--- src/rtl/acc_pkg.sv ---
package acc_pkg;

    localparam logic [7:0] OP_LDA  = 8'h00;
    localparam logic [7:0] OP_LDX  = 8'h04;
    localparam logic [7:0] OP_LDL  = 8'h08;
    localparam logic [7:0] OP_STA  = 8'h0C;
    localparam logic [7:0] OP_STX  = 8'h10;
    localparam logic [7:0] OP_STL  = 8'h14;
    localparam logic [7:0] OP_ADD  = 8'h18;
    localparam logic [7:0] OP_SUB  = 8'h1C;
    localparam logic [7:0] OP_COMP = 8'h28;
    localparam logic [7:0] OP_TIX  = 8'h2C;
    localparam logic [7:0] OP_JEQ  = 8'h30;
    localparam logic [7:0] OP_JGT  = 8'h34;
    localparam logic [7:0] OP_JLT  = 8'h38;
    localparam logic [7:0] OP_J    = 8'h3C;
    localparam logic [7:0] OP_JSUB = 8'h48;
    localparam logic [7:0] OP_RSUB = 8'h4C;
    localparam logic [7:0] OP_LDCH = 8'h50;
    localparam logic [7:0] OP_STCH = 8'h54;
    localparam logic [7:0] OP_RD   = 8'hD8;
    localparam logic [7:0] OP_WD   = 8'hDC;
    localparam logic [7:0] OP_TD   = 8'hE0;

    localparam logic [1:0] CC_LT = 2'b00;
    localparam logic [1:0] CC_EQ = 2'b01;
    localparam logic [1:0] CC_GT = 2'b10;

    typedef enum logic [2:0] {
        ST_FETCH, ST_DECODE, ST_READ, ST_EXEC, ST_WRITE, ST_HALT
    } state_e;

    typedef enum logic [3:0] {
        K_LOAD, K_STORE, K_ADD, K_SUB, K_COMP, K_TIX, K_JUMP, K_JSUB,
        K_RSUB, K_LDCH, K_STCH, K_TD, K_RD, K_WD, K_BAD
    } kind_e;

    typedef enum logic [1:0] { R_A, R_X, R_L } regsel_e;

endpackage

--- src/rtl/acc_decode.sv ---
module acc_decode
    import acc_pkg::*;
(
    input  logic [7:0] opcode,
    output kind_e      kind,
    output regsel_e    rsel,
    output logic [1:0] jcc,
    output logic       jany,
    output logic       byte_op
);
    always_comb begin
        kind = K_BAD;
        rsel = R_A;
        jcc  = CC_EQ;
        jany = 1'b0;
        unique case (opcode)
            OP_LDA:  kind = K_LOAD;
            OP_LDX:  begin kind = K_LOAD;  rsel = R_X; end
            OP_LDL:  begin kind = K_LOAD;  rsel = R_L; end
            OP_STA:  kind = K_STORE;
            OP_STX:  begin kind = K_STORE; rsel = R_X; end
            OP_STL:  begin kind = K_STORE; rsel = R_L; end
            OP_ADD:  kind = K_ADD;
            OP_SUB:  kind = K_SUB;
            OP_COMP: kind = K_COMP;
            OP_TIX:  kind = K_TIX;
            OP_JEQ:  kind = K_JUMP;
            OP_JGT:  begin kind = K_JUMP; jcc = CC_GT; end
            OP_JLT:  begin kind = K_JUMP; jcc = CC_LT; end
            OP_J:    begin kind = K_JUMP; jany = 1'b1; end
            OP_JSUB: kind = K_JSUB;
            OP_RSUB: kind = K_RSUB;
            OP_LDCH: kind = K_LDCH;
            OP_STCH: kind = K_STCH;
            OP_TD:   kind = K_TD;
            OP_RD:   kind = K_RD;
            OP_WD:   kind = K_WD;
            default: kind = K_BAD;
        endcase
    end

    assign byte_op = (kind == K_LDCH) || (kind == K_STCH) || (kind == K_TD) ||
                     (kind == K_RD) || (kind == K_WD);
endmodule

--- src/rtl/acc_alu.sv ---
module acc_alu
    import acc_pkg::*;
#(
    parameter int WORD_W = 24
) (
    input  logic [WORD_W-1:0] lhs,
    input  logic [WORD_W-1:0] rhs,
    input  logic              sub,
    output logic [WORD_W-1:0] res,
    output logic [1:0]        cc
);
    always_comb begin
        res = sub ? (lhs - rhs) : (lhs + rhs);
        if ($signed(lhs) < $signed(rhs))
            cc = CC_LT;
        else if (lhs == rhs)
            cc = CC_EQ;
        else
            cc = CC_GT;
    end
endmodule

--- src/rtl/acc_core.sv ---
module acc_core
    import acc_pkg::*;
#(
    parameter int ADDR_W = 15,
    parameter int WORD_W = 24
) (
    input  logic              clk,
    input  logic              rst_n,
    output logic [ADDR_W-1:0] mem_addr,
    output logic              mem_rd,
    output logic              mem_we,
    output logic [7:0]        mem_wdata,
    input  logic [7:0]        mem_rdata,
    output logic [7:0]        dev_code,
    input  logic              dev_ready,
    output logic              dev_rd,
    output logic              dev_wr,
    output logic [7:0]        dev_wdata,
    input  logic [7:0]        dev_rdata,
    output logic              halt
);
    localparam int NB   = WORD_W / 8;
    localparam int CW   = $clog2(NB + 1);
    localparam int XBIT = WORD_W - 9;

    typedef struct packed {
        state_e            st;
        logic [CW-1:0]     cnt;
        logic [ADDR_W-1:0] pc;
        logic [WORD_W-1:0] ir;
        logic [ADDR_W-1:0] ta;
        logic [WORD_W-1:0] md;
        logic [WORD_W-1:0] a;
        logic [WORD_W-1:0] x;
        logic [WORD_W-1:0] l;
        logic [1:0]        cc;
    } core_t;

    core_t q, d;

    kind_e             kind;
    regsel_e           rsel;
    logic [1:0]        jcc;
    logic              jany, byte_op;
    logic [WORD_W-1:0] alu_lhs, alu_res, store_val, store_sh;
    logic [1:0]        alu_cc;
    logic [CW-1:0]     nbytes;
    logic [ADDR_W-1:0] ta_calc, base;

    acc_decode u_dec (
        .opcode (q.ir[WORD_W-1 -: 8]),
        .kind   (kind),
        .rsel   (rsel),
        .jcc    (jcc),
        .jany   (jany),
        .byte_op(byte_op)
    );

    assign alu_lhs = (kind == K_TIX) ? (q.x + WORD_W'(1)) : q.a;

    acc_alu #(.WORD_W(WORD_W)) u_alu (
        .lhs(alu_lhs),
        .rhs(q.md),
        .sub(kind == K_SUB),
        .res(alu_res),
        .cc (alu_cc)
    );

    assign nbytes  = byte_op ? CW'(1) : CW'(NB);
    assign ta_calc = q.ir[ADDR_W-1:0] + (q.ir[XBIT] ? q.x[ADDR_W-1:0] : '0);
    assign base    = (q.st == ST_FETCH) ? q.pc : q.ta;

    always_comb begin
        unique case (rsel)
            R_X:     store_val = q.x;
            R_L:     store_val = q.l;
            default: store_val = q.a;
        endcase
        store_sh = store_val << (8 * int'(q.cnt));
    end

    assign mem_addr  = base + ADDR_W'(q.cnt);
    assign dev_code  = q.md[7:0];
    assign dev_wdata = q.a[7:0];
    assign halt      = (q.st == ST_HALT);

    always_comb begin
        d         = q;
        mem_rd    = 1'b0;
        mem_we    = 1'b0;
        mem_wdata = '0;
        dev_rd    = 1'b0;
        dev_wr    = 1'b0;
        unique case (q.st)
            ST_FETCH: begin
                mem_rd = (q.cnt < CW'(NB));
                if (q.cnt != '0) d.ir = {q.ir[WORD_W-9:0], mem_rdata};
                if (q.cnt == CW'(NB)) begin
                    d.st  = ST_DECODE;
                    d.cnt = '0;
                end else begin
                    d.cnt = q.cnt + CW'(1);
                end
            end
            ST_DECODE: begin
                d.pc  = q.pc + ADDR_W'(NB);
                d.ta  = ta_calc;
                d.cnt = '0;
                unique case (kind)
                    K_BAD:  d.st = ST_HALT;
                    K_JUMP: begin
                        if (jany || (q.cc == jcc)) d.pc = ta_calc;
                        d.st = ST_FETCH;
                    end
                    K_JSUB: begin
                        d.l  = WORD_W'(q.pc + ADDR_W'(NB));
                        d.pc = ta_calc;
                        d.st = ST_FETCH;
                    end
                    K_RSUB: begin
                        d.pc = q.l[ADDR_W-1:0];
                        d.st = ST_FETCH;
                    end
                    K_STORE, K_STCH: d.st = ST_WRITE;
                    default:         d.st = ST_READ;
                endcase
            end
            ST_READ: begin
                mem_rd = (q.cnt < nbytes);
                if (q.cnt != '0) d.md = {q.md[WORD_W-9:0], mem_rdata};
                if (q.cnt == nbytes) begin
                    d.st  = ST_EXEC;
                    d.cnt = '0;
                end else begin
                    d.cnt = q.cnt + CW'(1);
                end
            end
            ST_EXEC: begin
                d.st = ST_FETCH;
                unique case (kind)
                    K_LOAD: begin
                        unique case (rsel)
                            R_X:     d.x = q.md;
                            R_L:     d.l = q.md;
                            default: d.a = q.md;
                        endcase
                    end
                    K_ADD, K_SUB: d.a = alu_res;
                    K_COMP:       d.cc = alu_cc;
                    K_TIX: begin
                        d.x  = alu_lhs;
                        d.cc = alu_cc;
                    end
                    K_LDCH: d.a[7:0] = q.md[7:0];
                    K_TD:   d.cc = dev_ready ? CC_LT : CC_EQ;
                    K_RD: begin
                        dev_rd   = 1'b1;
                        d.a[7:0] = dev_rdata;
                    end
                    K_WD:    dev_wr = 1'b1;
                    default: ;
                endcase
            end
            ST_WRITE: begin
                mem_we    = 1'b1;
                mem_wdata = (kind == K_STCH) ? q.a[7:0] : store_sh[WORD_W-1 -: 8];
                if (q.cnt == nbytes - CW'(1)) begin
                    d.st  = ST_FETCH;
                    d.cnt = '0;
                end else begin
                    d.cnt = q.cnt + CW'(1);
                end
            end
            default: d.st = ST_HALT;
        endcase
    end

    always_ff @(posedge clk) begin
        if (!rst_n) begin
            q    <= '0;
            q.st <= ST_FETCH;
            q.cc <= CC_EQ;
        end else begin
            q <= d;
        end
    end

    AST_RW_EXCL: assert property (@(posedge clk) disable iff (!rst_n)
        !(mem_rd && mem_we));
    AST_HALT_HOLD: assert property (@(posedge clk) disable iff (!rst_n)
        halt |=> halt);
    AST_HALT_QUIET: assert property (@(posedge clk) disable iff (!rst_n)
        halt |-> !(mem_rd || mem_we || dev_rd || dev_wr));
    AST_DEV_EXCL: assert property (@(posedge clk) disable iff (!rst_n)
        $onehot0({dev_rd, dev_wr}));
    AST_WORD_ASCEND: assert property (@(posedge clk) disable iff (!rst_n)
        (mem_we && $past(mem_we)) |-> (mem_addr == $past(mem_addr) + ADDR_W'(1)));
    AST_CC_CODE: assert property (@(posedge clk) disable iff (!rst_n)
        q.cc != 2'b11);
endmodule

--- config.mk ---
export PLATFORM = sky130hd
export DESIGN_NAME = acc_core
export DESIGN_NICKNAME = d
export VERILOG_FILES = /design/src/rtl/acc_pkg.sv /design/src/rtl/acc_decode.sv /design/src/rtl/acc_alu.sv /design/src/rtl/acc_core.sv
export SDC_FILE = /design/constraint.sdc
export NUM_CORES = 1
export LEC_CHECK = 0
export BUFFER_PORTS_ARGS = -buffer_cell sky130_fd_sc_hd__buf_4
export CAP_MARGIN = 20
export CELL_PAD_IN_SITES_DETAIL_PLACEMENT = 2
export CELL_PAD_IN_SITES_GLOBAL_PLACEMENT = 2
export CORE_ASPECT_RATIO = 1.2
export CORE_MARGIN = 5
export CORE_UTILIZATION = 39
export DETAILED_ROUTE_END_ITERATION = 8
export PLACE_DENSITY_LB_ADDON = 0.1
export REMOVE_ABC_BUFFERS = 1
export SLEW_MARGIN = 20
export SYNTH_ARGS = -nofsm -noshare
export SYNTH_HDL_FRONTEND = slang
export SYNTH_SLANG_ARGS = --single-unit
--- constraint.sdc ---
create_clock -name clk -period 12.2 [get_ports clk]
set_clock_uncertainty 0.05 [all_clocks]
set_input_delay 0.61 -clock clk [delete_from_list [all_inputs] [get_ports clk]]
set_output_delay 0.61 -clock clk [all_outputs]
set_load 0.02 [all_outputs]
==> results.json <==
{
  "ys_seq_area_share_pct": 24.9,
  "antenna_found_initial": 1,
  "intPower_mw": 1.01,
  "comb_power_share_pct": 27.8,
  "clk_pin_slew_ns": 0.07,
  "synthTopCellsByArea": "dfxtp_1 (25%), nand2_1 (9.4%), a21oi_1 (8.2%)",
  "routed_wl_um": 54200,
  "post-route-period-util_pct": 46.0,
  "synth_top_cell_by_area": "dfxtp_1",
  "grt_pass1_wl_um": 84400,
  "synth_top_area_share_pct": 24.9,
  "dp_slack_ns": 6.62,
  "areaGrowthSynthToFinish_pct": 9.44,
  "route.detailed.drc": 0,
  "nets": 1850,
  "maxSlewViolCount": 0,
  "path_class": "reg -> reg",
  "cellLeakagePower_nw": 5.07,
  "ir_worst_vdd_v": 0.0000614,
  "port_buffers": 62,
  "required_ns": 12.50,
  "die_area_sq_um": 36100,
  "grt_max_degree": 68,
  "worstMarginPinSlew_ns": 1.12,
  "rows": 72,
  "htree_levels": 4,
  "place_congestion": 0.938,
  "worst-r2r-setup-slack_ns": 6.58,
  "worstRegToRegCells": 17,
  "r2r-end": "q[0]$_SDFFE_PN1P_",
  "whs_path_depth": 3,
  "cap_violations": 0,
  "tns_ns": 0,
  "cp.arrival_ns": 5.92,
  "rsz0062_at_grt": "no",
  "async_flop_share_pct": 0,
  "seqPwrFrac_pct": 36.6,
  "post_cts_resized": 0,
  "synth.distinct_cells": 91,
  "hold_buffers": 0,
  "setup_ws_ns": 6.58,
  "cts_tree": "done",
  "syn_area_per_cell_sq_um": 7.06,
  "wl_per_cell_um": 24.9,
  "post-route-min-period_ns": 5.62,
  "clock_latency_ns": 0.45,
  "status": "completed",
  "setup-violations-final": 0,
  "cts_setup_buffers": 0,
  "final_cells": 2178,
  "die_height_um": 207,
  "syn_inst": 1790,
  "num_io_pins": 63,
  "final_hold_viol_count": 0,
  "end_kind": "flip-flop",
  "p_per_area_nw_per_um2": 117,
  "drive_gt1_share_pct": 9.27,
  "grt_pass1_vias": 14400,
  "hp-start": "mem_rdata[1]",
  "first_pass_iters": 5,
  "clock-sinks": 157,
  "die_w_um": 174,
  "place_inst": 2145,
  "netSwitchingPower_mw": 0.608,
  "drt.antenna.violating_nets": 0,
  "root_buffer": "clkbuf_16",
  "maxSlewHeadroom_pct": 25.3,
  "grtUsageTotal_pct": 29.4,
  "drt_iter0_markers": 616,
  "cts.path.max_buffers": 2,
  "timing.critical_path.fanout_max": 27,
  "hold_slack_ns": 0.369,
  "hold_class": "in -> reg",
  "finalPower_mw": 1.62,
  "vias": 13300,
  "place_area_sq_um": 13200,
  "switching_share_pct": 37.6,
  "yosys_warnings": 0,
  "fin_area_sq_um": 13800,
  "viasPerCell": 6.11,
  "synth_area_sq_um": 12600,
  "ys_ff_latch": 157,
  "hold_path_end": "q[114]$_SDFFE_PN0P_",
  "fillCellCount": 3853,
  "synth_edf_count": 0,
  "numCtsBuffers": 17,
  "grt_overflow": 0,
  "core_sq_um": 32200,
  "clockPowerShare_pct": 35.6,
  "clock.fmax_mhz": 178,
  "floorplan.initialDensity_pct": 39.3,
  "start_kind": "flip-flop",
  "ys.flop_type": "dfxtp_1",
  "r2r-start": "q[133]$_SDFFE_PN0P_",
  "hpwl_um": 40700,
  "fin_util_pct": 43.0
}
worst max-delay path, stage by stage, from the launching register on:
cell,delay (ns)
dfxtp_1,0.81
nor2_1,0.16
nand2_1,0.25
o22ai_2,0.17
o21ai_4,0.53
o21ai_0,0.28
ha_1,0.48
nor2b_1,0.20
o21a_1,0.18
o21ai_1,0.19
a21oi_1,0.15
a21bo_2,0.28
a311oi_1,0.37
o31a_1,0.24
nor2_1,0.06
o41ai_1,0.86
o21ai_1,0.12
o21a_1,0.14
kinds of logic (layout without fill, tap and decap cells):
| family | Yosys count | after routing | synth area share, % |
|---|---|---|---|
| multiplexers | 33 | 33 | 2.63 |
| AND/OR/NAND/NOR | 692 | 692 | 24.8 |
| AO/OA/AOI/OAI | 548 | 548 | 27.5 |
| adder cells (fa/ha/maj) | 74 | 74 | 7.57 |
| buffers and inverters | 201 | 181 | 6.72 |
| other | 0 | 1 | 0 |
| XOR/XNOR | 85 | 85 | 5.89 |
| flip-flops | 157 | 157 | 24.9 |
final cells by class:
type,instances,area [sq um],area share [%]
antenna,1,2.50,0.0181
clock buffer,19,453,3.28
clock inverter,13,155,1.12
inverter,63,239,1.73
multi-input combinational,1432,8680,62.8
sequential,157,3140,22.7
tap,407,509,3.68
timing repair buffer,86,646,4.67
registers in the layout (all words and copies together) (netlist names):
register,cells
dev_wdata,8
q,141
dev_code,8
synthesized netlist by cell type (all sizes together), types with 11 or more instances:
| cell | number |
|---|---|
| a22oi | 29 |
| nor2 | 162 |
| nor3 | 33 |
| nand3 | 61 |
| dfxtp | 157 |
| a211o | 14 |
| nand4 | 16 |
| mux2i | 31 |
| and2 | 18 |
| o21ai | 129 |
| a31oi | 16 |
| a21oi | 208 |
| nand2 | 317 |
| o211ai | 11 |
| xor2 | 32 |
| nor2b | 12 |
| a21o | 16 |
| o22ai | 11 |
| a221oi | 37 |
| ha | 70 |
| buf | 45 |
| nand2b | 16 |
| clkbuf | 93 |
| and3 | 15 |
| xnor2 | 53 |
| inv | 62 |
power by group through the flow:
stage,registers [mW],clock network (mW),logic (mW)
finish,0.592,0.576,0.450
global route,0.596,0.603,0.491
CTS,0.591,0.582,0.453
detailed placement,0.603,0,0.448
global placement,0.601,0,0.436
floorplan,0.592,0,0.280
placed cells by master (no fill, tap or decap), types with 6 or more instances in the layout:
master       n
nor2_1     157
o21ai_1      8
a311oi_1     9
xor2_1      32
a21o_1      16
a31oi_1     14
and2_1      17
o21a_1      10
o22ai_1     10
nor2b_1     11
nand2_1    317
buf_4       86
a221oi_1    34
ha_1        70
and3_1      15
dfxtp_1    157
a21oi_1    207
o21bai_1     6
nand4_1     16
inv_1       61
xnor2_1     53
nand3_1     56
nand3b_1    10
o31ai_1     10
a211o_1     14
clkbuf_16   17
a22oi_1     29
o21ai_0    119
nor3_1      29
nand2b_1    16
or3_1        6
o211ai_1    10
a211oi_1     8
mux2i_1     31
metal layers:
layer | vias up | global-route usage, % | wire length, um
met1 | 6762 | 36.9 | 23500
met2 | 228 | 52.9 | 27500
met5 | - | 0 | 0
li1 | 6247 | - | -
met4 | 0 | 8.52 | 1440
met3 | 71 | 3.17 | 1740
worst max-delay path by stage:
stage	from	end	slack [ns]	cells after the start
after floorplan	q[133]$_SDFFE_PN0P_	q[73]$_SDFFE_PN0P_	5.40	17
after global placement	q[133]$_SDFFE_PN0P_	q[0]$_SDFFE_PN1P_	6.89	17
after detailed placement	q[133]$_SDFFE_PN0P_	q[0]$_SDFFE_PN1P_	6.62	17
after CTS	q[133]$_SDFFE_PN0P_	q[0]$_SDFFE_PN1P_	6.59	17
after global routing	q[133]$_SDFFE_PN0P_	q[0]$_SDFFE_PN1P_	6.27	17
final	q[133]$_SDFFE_PN0P_	q[0]$_SDFFE_PN1P_	6.58	17
Note: power is estimated with default switching activity, not from simulation.
